[src/rtl/tbc_pkg.sv]
package tbc_pkg;

  // Which source feeds the stored count on the next edge.
  typedef enum logic [1:0] {
    UPD_HOLD = 2'd0,
    UPD_STEP = 2'd1,
    UPD_LOAD = 2'd2
  } tbc_upd_e;

endpackage

[src/rtl/tbc_next.sv]
module tbc_next #(
  parameter int HI_W  = 36,
  parameter int LO_W  = 35,
  parameter int PRE_W = 12
) (
  input  logic [HI_W-1:0]       st_hi,
  input  logic [LO_W-PRE_W-1:0] st_fld,
  input  logic                  pre_wrap,
  input  logic                  ld_fire,
  input  logic [HI_W-1:0]       ld_hi,
  input  logic [LO_W:0]         ld_lo,
  output logic [HI_W-1:0]       nx_hi,
  output logic [LO_W-PRE_W-1:0] nx_fld
);
  import tbc_pkg::*;

  localparam int FLD_W  = LO_W - PRE_W;
  localparam int WORD_W = LO_W + 1;

  tbc_upd_e          upd;
  logic [FLD_W-1:0]  fld_inc;
  logic              fld_cy;

  // Keep only the magnitude bits above the prescaler field.
  function automatic logic [FLD_W-1:0] take_field(input logic [WORD_W-1:0] w);
    return w[LO_W-1:PRE_W];
  endfunction

  always_comb begin
    if (ld_fire)       upd = UPD_LOAD;
    else if (pre_wrap) upd = UPD_STEP;
    else               upd = UPD_HOLD;
  end

  always_comb begin
    {fld_cy, fld_inc} = {1'b0, st_fld} + {{FLD_W{1'b0}}, 1'b1};
  end

  always_comb begin
    nx_hi  = st_hi;
    nx_fld = st_fld;
    case (upd)
      UPD_LOAD: begin
        nx_hi  = ld_hi;
        nx_fld = take_field(ld_lo);
      end
      UPD_STEP: begin
        nx_fld = fld_inc;
        nx_hi  = st_hi + {{(HI_W-1){1'b0}}, fld_cy};
      end
      default: begin
        nx_hi  = st_hi;
        nx_fld = st_fld;
      end
    endcase
  end

endmodule

[src/rtl/tbc_store.sv]
module tbc_store #(
  parameter int HI_W  = 36,
  parameter int FLD_W = 23
) (
  input  logic             clk,
  input  logic             rst_n,
  input  logic [HI_W-1:0]  nx_hi,
  input  logic [FLD_W-1:0] nx_fld,
  output logic [HI_W-1:0]  st_hi,
  output logic [FLD_W-1:0] st_fld
);

  always_ff @(posedge clk) begin
    if (!rst_n) begin
      st_hi  <= '0;
      st_fld <= '0;
    end else begin
      st_hi  <= nx_hi;
      st_fld <= nx_fld;
    end
  end

endmodule

[src/rtl/tbc_merge.sv]
module tbc_merge #(
  parameter int HI_W  = 36,
  parameter int LO_W  = 35,
  parameter int PRE_W = 12,
  parameter int RAZ_W = 2
) (
  input  logic [HI_W-1:0]       nx_hi,
  input  logic [LO_W-PRE_W-1:0] nx_fld,
  input  logic [PRE_W-1:0]      pre_cnt,
  output logic [HI_W-1:0]       w_hi,
  output logic [LO_W:0]         w_lo
);

  localparam int FINE_W = PRE_W - RAZ_W;

  // Upper prescaler bits that are exposed to the reader.
  function automatic logic [FINE_W-1:0] fine_bits(input logic [PRE_W-1:0] c);
    return c[PRE_W-1:RAZ_W];
  endfunction

  assign w_hi = nx_hi;

  generate
    if (RAZ_W > 0) begin : g_raz
      assign w_lo = {1'b0, nx_fld, fine_bits(pre_cnt), {RAZ_W{1'b0}}};
    end else begin : g_full
      assign w_lo = {1'b0, nx_fld, fine_bits(pre_cnt)};
    end
  endgenerate

endmodule

[src/rtl/tbc_snap.sv]
module tbc_snap #(
  parameter int HI_W   = 36,
  parameter int WORD_W = 36
) (
  input  logic              clk,
  input  logic              rst_n,
  input  logic [HI_W-1:0]   cap_hi,
  input  logic [WORD_W-1:0] cap_lo,
  input  logic              rq_valid,
  output logic              rq_ready,
  output logic              rs_valid,
  input  logic              rs_ready,
  output logic [HI_W-1:0]   rs_hi,
  output logic [WORD_W-1:0] rs_lo
);

  logic rq_fire;

  assign rq_ready = !rs_valid || rs_ready;
  assign rq_fire  = rq_valid && rq_ready;

  always_ff @(posedge clk) begin
    if (!rst_n) begin
      rs_valid <= 1'b0;
      rs_hi    <= '0;
      rs_lo    <= '0;
    end else begin
      if (rq_fire) begin
        rs_valid <= 1'b1;
        rs_hi    <= cap_hi;
        rs_lo    <= cap_lo;
      end else if (rs_ready) begin
        rs_valid <= 1'b0;
      end
    end
  end

  // a stalled response does not move
  a_r10_hold_stall: assert property (@(posedge clk) disable iff (!rst_n)
    (rs_valid && !rs_ready) |=> (rs_valid && $stable(rs_hi) && $stable(rs_lo)));

  // an accepted request yields a pending response next cycle
  a_r10_fire_valid: assert property (@(posedge clk) disable iff (!rst_n)
    (rq_valid && rq_ready) |=> rs_valid);

endmodule

[src/rtl/tbc_top.sv]
module tbc_top #(
  parameter int HI_W  = 36,
  parameter int LO_W  = 35,
  parameter int PRE_W = 12,
  parameter int RAZ_W = 2
) (
  input  logic             clk,
  input  logic             rst_n,
  input  logic             pre_wrap,
  input  logic [PRE_W-1:0] pre_cnt,
  input  logic             ld_valid,
  output logic             ld_ready,
  input  logic [HI_W-1:0]  ld_hi,
  input  logic [LO_W:0]    ld_lo,
  input  logic             rq_valid,
  output logic             rq_ready,
  output logic             rs_valid,
  input  logic             rs_ready,
  output logic [HI_W-1:0]  rs_hi,
  output logic [LO_W:0]    rs_lo
);

  localparam int FLD_W  = LO_W - PRE_W;
  localparam int WORD_W = LO_W + 1;
  localparam int CUR_W  = HI_W + FLD_W;
  localparam logic [WORD_W-1:0] RAZ_MASK = WORD_W'((64'd1 << RAZ_W) - 64'd1);

  logic [HI_W-1:0]   st_hi, nx_hi, w_hi;
  logic [FLD_W-1:0]  st_fld, nx_fld;
  logic [WORD_W-1:0] w_lo;
  logic [CUR_W-1:0]  cur;

  assign ld_ready = 1'b1;
  assign cur      = {st_hi, st_fld};

  tbc_next #(.HI_W(HI_W), .LO_W(LO_W), .PRE_W(PRE_W)) next_i (
    .st_hi    (st_hi),
    .st_fld   (st_fld),
    .pre_wrap (pre_wrap),
    .ld_fire  (ld_valid),
    .ld_hi    (ld_hi),
    .ld_lo    (ld_lo),
    .nx_hi    (nx_hi),
    .nx_fld   (nx_fld)
  );

  tbc_store #(.HI_W(HI_W), .FLD_W(FLD_W)) store_i (
    .clk    (clk),
    .rst_n  (rst_n),
    .nx_hi  (nx_hi),
    .nx_fld (nx_fld),
    .st_hi  (st_hi),
    .st_fld (st_fld)
  );

  tbc_merge #(.HI_W(HI_W), .LO_W(LO_W), .PRE_W(PRE_W), .RAZ_W(RAZ_W)) merge_i (
    .nx_hi   (nx_hi),
    .nx_fld  (nx_fld),
    .pre_cnt (pre_cnt),
    .w_hi    (w_hi),
    .w_lo    (w_lo)
  );

  tbc_snap #(.HI_W(HI_W), .WORD_W(WORD_W)) snap_i (
    .clk      (clk),
    .rst_n    (rst_n),
    .cap_hi   (w_hi),
    .cap_lo   (w_lo),
    .rq_valid (rq_valid),
    .rq_ready (rq_ready),
    .rs_valid (rs_valid),
    .rs_ready (rs_ready),
    .rs_hi    (rs_hi),
    .rs_lo    (rs_lo)
  );

  // one wrap step adds one unit above the prescaler field, carrying into the upper word
  a_r2_wrap_step: assert property (@(posedge clk) disable iff (!rst_n)
    (pre_wrap && !ld_valid) |=> (cur == CUR_W'($past(cur) + 1'b1)));

  // a load wins and keeps only the field bits of the lower word
  a_r7_load_take: assert property (@(posedge clk) disable iff (!rst_n)
    ld_valid |=> (st_hi == $past(ld_hi) && st_fld == $past(ld_lo[LO_W-1:PRE_W])));

  // without wrap or load the count holds
  a_r2_idle_hold: assert property (@(posedge clk) disable iff (!rst_n)
    (!pre_wrap && !ld_valid) |=> $stable(cur));

  // the captured words equal the count after the capture cycle
  a_r9_same_instant: assert property (@(posedge clk) disable iff (!rst_n)
    (rq_valid && rq_ready) |=> (rs_hi == st_hi && rs_lo[LO_W-1:PRE_W] == st_fld));

  // lowest bits of a response read as zero
  a_r5_raz_bits: assert property (@(posedge clk) disable iff (!rst_n)
    rs_valid |-> ((rs_lo & RAZ_MASK) == '0));

  // sign bit of the lower response word is clear
  a_r6_sign_clear: assert property (@(posedge clk) disable iff (!rst_n)
    rs_valid |-> !rs_lo[LO_W]);

endmodule

[config.mk]
export PLATFORM = sky130hd
export DESIGN_NAME = tbc_top
export DESIGN_NICKNAME = d
export VERILOG_FILES = /design/src/rtl/tbc_pkg.sv /design/src/rtl/tbc_next.sv /design/src/rtl/tbc_store.sv /design/src/rtl/tbc_merge.sv /design/src/rtl/tbc_snap.sv /design/src/rtl/tbc_top.sv
export SDC_FILE = /design/constraint.sdc
export NUM_CORES = 1
export LEC_CHECK = 0
export BUFFER_PORTS_ARGS = -buffer_cell sky130_fd_sc_hd__buf_4
export CAP_MARGIN = 20
export CORE_UTILIZATION = 40
export CTS_CLUSTER_DIAMETER = 80
export DETAILED_ROUTE_END_ITERATION = 8
export GPL_ROUTABILITY_DRIVEN = 0
export PLACE_DENSITY = 0.63
export SYNTH_ARGS = -nofsm -noshare
export SYNTH_HDL_FRONTEND = slang
export SYNTH_SLANG_ARGS = --single-unit
[constraint.sdc]
create_clock -name clk -period 2.95 [get_ports clk]
set_clock_uncertainty 0.2 [all_clocks]
set_input_delay 0 -clock clk [delete_from_list [all_inputs] [get_ports clk]]
set_output_delay 0 -clock clk [all_outputs]
set_load 0.05 [all_outputs]
Word level (Yosys, flattened, before mapping)

Cells that the tools add are included.

Equality and inequality tests: 2
Mux-type cells: 6
$add $sub $neg: 2
Reduce and logical (&&, ||, !) cells: 4

Operators by type and width:

| operator                                                        | number |
|---|---|
| 36-bit case mux with 2 select lines                             | 1 |
| 23-bit case mux with 2 select lines                             | 1 |
| 36-bit by 1-bit adder with 36-bit output                        | 1 |
| 23-bit by 1-bit adder with 24-bit output, second input constant | 1 |
| 1-bit 2-to-1 mux                                                | 3 |
| 2-bit by 1-bit == test with 1-bit output, second input constant | 1 |
| 2-bit == test, second input constant                            | 1 |
| 2-bit 2-to-1 mux                                                | 1 |
| 2-bit nonzero test                                              | 1 |
| 1-bit logical AND                                               | 1 |
| 1-bit logical NOT                                               | 1 |
| 1-bit logical OR                                                | 1 |

Word-level logic and storage cells: 19
Register bits after elaboration: 129
Input bits: 90

Depth between registers and ports, before layout

Depth after elaboration: 4
Depth in mapped cells: 12

Modules after synthesis

From an unflattened synthesis, not the netlist that was laid out.

Cell total of the unflattened synthesis: 883
Area, all modules: 7293.2 um^2

Modules (own cells, without submodules):

| module    | times used | area each (um^2) | cells an instance |
|---|---|---|---|
| tbc_snap  | 1          | 2986.6           | 317 |
| tbc_next  | 1          | 2138.3           | 367 |
| tbc_store | 1          | 1612.8           | 124 |
| tbc_merge | 1          | 544.3            | 73 |
| tbc_top   | 1          | 11.3             | 2 |

Worst setup path before layout

Ideal clock, no wire load.

Kind: reg2reg
Start point: register store_i.st_fld[13]
End point: register snap_i.rs_hi[26]
Buffers on the path: 1
Slack: -139 ps
Clock period less this slack: 3089 ps
Required time: 2623 ps
Arrival time: 2762 ps
Setup time: 127 ps
Stages on the path, launching flop included: 13
Cells stage by stage: dfxtp_1 -> nand3_1 -> nor3_1 -> nand2_1 -> nor3_1 -> ha_1 -> ha_1 -> nand3_1 -> or4_1 -> clkbuf_1 -> o31a_1 -> nor3_1 -> o31ai_1

Cells in the longest elaborated chain, start to end: 3

Ends and longest elaborated chain:

| what                                     | line            | text |
|---|---|---|
| from (decl)                              | tbc_store.sv:10 | `output logic [FLD_W-1:0] st_fld` |
| from (signal assigned)                   | tbc_store.sv:19 | `st_fld <= nx_fld;` |
| 23-bit by 1-bit adder with 24-bit output | tbc_next.sv:36  | `{fld_cy, fld_inc} = {1'b0, st_fld} + {{FLD_W{1'b0}}, 1'b1};` |
| 36-bit by 1-bit adder with 36-bit output | tbc_next.sv:49  | `nx_hi = st_hi + {{(HI_W-1){1'b0}}, fld_cy};` |
| 36-bit case mux with 2 select lines      | tbc_next.sv:42  | `case (upd)` |
| to (signal assigned)                     | tbc_snap.sv:30  | `rs_hi <= cap_hi;` |
| to (decl)                                | tbc_snap.sv:13  | `output logic [HI_W-1:0] rs_hi,` |

No other way between the ends.
A chain may end at the register's enable or synchronous reset.

Worst setup path in the final report

Start point: register store_i.st_fld[10]
End point: register snap_i.rs_hi[26]

The elaborated chain is that of the path after synthesis.

==> metrics.txt <==
DR vias 6685; hold path endpoint store_i.st_fld[0]; Req. time, crit path around 3 ns; Peak VDD IR between 0.0004 and 0.0005 V; Worst Path Arrival around 3.0 ns; origin of the worst min-delay path pre_wrap; total core area 14750 um2; Root Driver clkbuf_16; TritonCTS clock tree done; clock latency on the worst-skew pair between 0.4 and 0.5 ns; die width ~130 um; antenna violations before repair 1; clk buf depth 2; Post-synth EDFFs 0; Die ar. roughly 16000 um2; final setup fails 0; Reg clk slew, reported paths ~0.060 ns; most frequent cells in the layout buf_4, dfxtp_1, dlygate4sd3_1, nand2_1, nor2_1; placed insts between 1000 and 1500; Max Slew Vio Count 0; largest net degree at the start of global routing 55; worst min-delay path class primary input to flop; PnR worst setup slack around 0.07 ns; starting density of the core roughly two fifths; Cells on Worst Hold Path 5; min Tclk post-route ~2.9 ns; number of fill cells approximately 1300; post-layout util between 60% and 70%; Hold Violations, Final 0; Routed Antenna Nets 0; I/O Pins between 150 and 200; status finished clean; Finished Cell Area about 9300 um2; htree depth 4; commonest non-fill, non-tap cell in the layout buf_4; post-route non-filler standard cell count 1200; DP HPWL approximately 13000 um; Mapped Avg Cell Area around 8 um2; WL final 20370 um; post-synthesis sequential area ratio a little over two fifths; Critical Path Fanout Max 8; crit share post-route a little over nine tenths; reg-to-reg startpoint store_i.st_fld[10]; number of DRC markers in iteration 0 ~450; Layout area overhead 52.38%; Sinks on Clock Net 129; Distinct cells, synth 52; drt wl/cell 16.98 um; Critical Path Sink Type flop; share of cells above drive strength 1 a little over a quarter; worst r2r path cells 11; ys async rst share 0%; drt via density 5.571; end of the worst register-to-register path snap_i.rs_hi[26]; crit-path max cell delay 0.58 ns; Crit path top cell by count nand3_1; drt pass-1 iters 6; post-synthesis instance total around 760; dpl ws -0.3104 ns; Slew @ Worst Pin roughly 0.59 ns; first-pass GRT wire length around 32000 um; relative slew slack between 60% and 70%; vias in the first global route ~6500; grt ovf 0; cts bufs inserted 17; NumNets Final around 1100; Port Buf Inserts between 100 and 150; Max Fclk about 350 MHz; DRC 0; crit start category flop; Slowest cell on crit path or4_4; number of max-cap violations 0; Die Y about 130 um; Primary FF master, synth dfxtp_1; total of warnings raised by yosys 0; flops & latches, synth roughly 130; total track usage roughly a quarter; Setup CP Type flop to flop; critical-path cell list nand3_1, nor2_2, nand2_2, nor3_4, ha_2, ha_4, nand3_1, or4_4, o31a_1, nor3_2, o31ai_1; DP Area between 7000 and 8000 um2; P_leak a little under 4 nW; total power draw roughly 5.3 mW; synthesized area 6125 um2; r2r setup slk 0.07 ns; # rows between 40 and 50; Power Density 572.6 nW/um2
-- report_power, final --
part	switching, mW	internal (mW)	leakage (nW)
sequential	0.0984	1.86	1.07
clock	0.771	1.67	0.336
combinational	0.561	0.381	2.50
total	1.43	3.91	3.91
-- cells by family after synthesis --
group           synth area share, %
xor+xnor                      3.575
compound gates                18.73
mux                           2.022
simple gates                  28.38
other cells                  0.1226
buf+inv                       4.392
fa+ha+maj                    0.6129
flops                         42.17
-- registers in the layout, indices dropped and copies added, names as in the netlist --
register,cells
snap_i.rs_lo,33
store_i.st_hi,36
snap_i.rs_hi,36
store_i.st_fld,23
snap_i.rs_valid,1
-- per-layer routing --
metal  GRT usage, %  share of wire, %  vias to the layer above
met5              0                 0                        -
met4          10.70               2.4                        0
met3          5.438               5.2                       35
met2          43.53                49                      236
met1          31.61                43                     3184
li1               -                 -                     3230
-- per-stage QoR --
stage          hold slack (ns)  setup TNS [ns]
2_1_floorplan         -0.07053               0
6_report               0.01357               0
3_3_place_gp           0.04769          -2.935
5_1_grt                0.03425         -0.2773
4_1_cts               0.002003               0
3_5_place_dp           0.05115          -5.195
-- final cells by class --
class                      count  area (um2)  share of cell area (%)
tap                          184       230.2                   2.467
clock inverter                10       202.7                   2.172
multi-input combinational    561        3436                   36.81
clock buffer                  22       484.2                   5.188
sequential                   129        2592                   27.78
antenna                        1       2.502                 0.02681
timing repair buffer         283        2347                   25.15
inverter                      10       37.54                  0.4022
-- how the worst max path moves through the flow --
stage,from,endpoint,slack [ns],depth (start not counted)
2_1_floorplan,store_i.st_fld[16],snap_i.rs_hi[26],0.01,12
4_1_cts,store_i.st_fld[13],snap_i.rs_hi[26],0.02,11
3_3_place_gp,store_i.st_fld[16],snap_i.rs_hi[26],-0.25,11
5_1_grt,store_i.st_fld[16],snap_i.rs_hi[26],-0.08,11
3_5_place_dp,store_i.st_fld[16],snap_i.rs_hi[18],-0.31,11
6_report,store_i.st_fld[10],snap_i.rs_hi[26],0.07,11
-- critical path: cells and delay by family (launching register included) --
| family | cells | cell delay, ns |
|---|---|---|
| flops | 1 | 0.36 |
| simple gates | 7 | 1.38 |
| compound gates | 2 | 0.43 |
| fa+ha+maj | 2 | 0.36 |
-- timing repair --
item	in CTS	in global routing
gates resized for setup	6	28
endpoints found under the setup margin	45	44
hold buffers	84	0
hold endpoints to repair	129	0
pin swaps	1	13
setup buffers	1	3
-- Yosys cell counts, types with 2 or more instances --
cell	n	share of area, %
a311oi_1	4	0.57
o211ai_1	9	1.1
mux2i_1	9	1.5
inv_1	10	0.61
nand3b_1	2	0.25
nor4_1	15	1.5
mux2_2	3	0.55
o311a_1	2	0.33
a21oi_1	42	3.4
nand3_1	54	4.4
nand2b_1	16	1.6
a31o_2	4	0.57
conb_1	2	0.12
and3_1	9	0.92
nor2_1	63	3.9
o21a_1	9	1.1
a211oi_1	2	0.25
dfxtp_1	129	42
a31oi_1	3	0.31
xor2_1	13	1.9
a221o_1	2	0.33
o31ai_1	24	2.9
a21o_1	7	0.86
buf_1	7	0.43
or4_1	4	0.49
clkbuf_1	44	2.7
nand2_1	77	4.7
or3_1	5	0.51
ha_1	3	0.61
nor2b_1	3	0.31
xnor2_1	12	1.7
o211a_1	6	0.98
nand4_1	26	2.7
and2_1	16	1.6
o2111ai_1	2	0.29
o21ai_0	44	3.6
buf_4	4	0.49
nor4b_1	2	0.29
a21boi_0	3	0.37
nor3_1	38	3.1
o31a_1	6	0.86
and4_1	10	1.4
No activity file was read; power rests on OpenSTA's default activity.
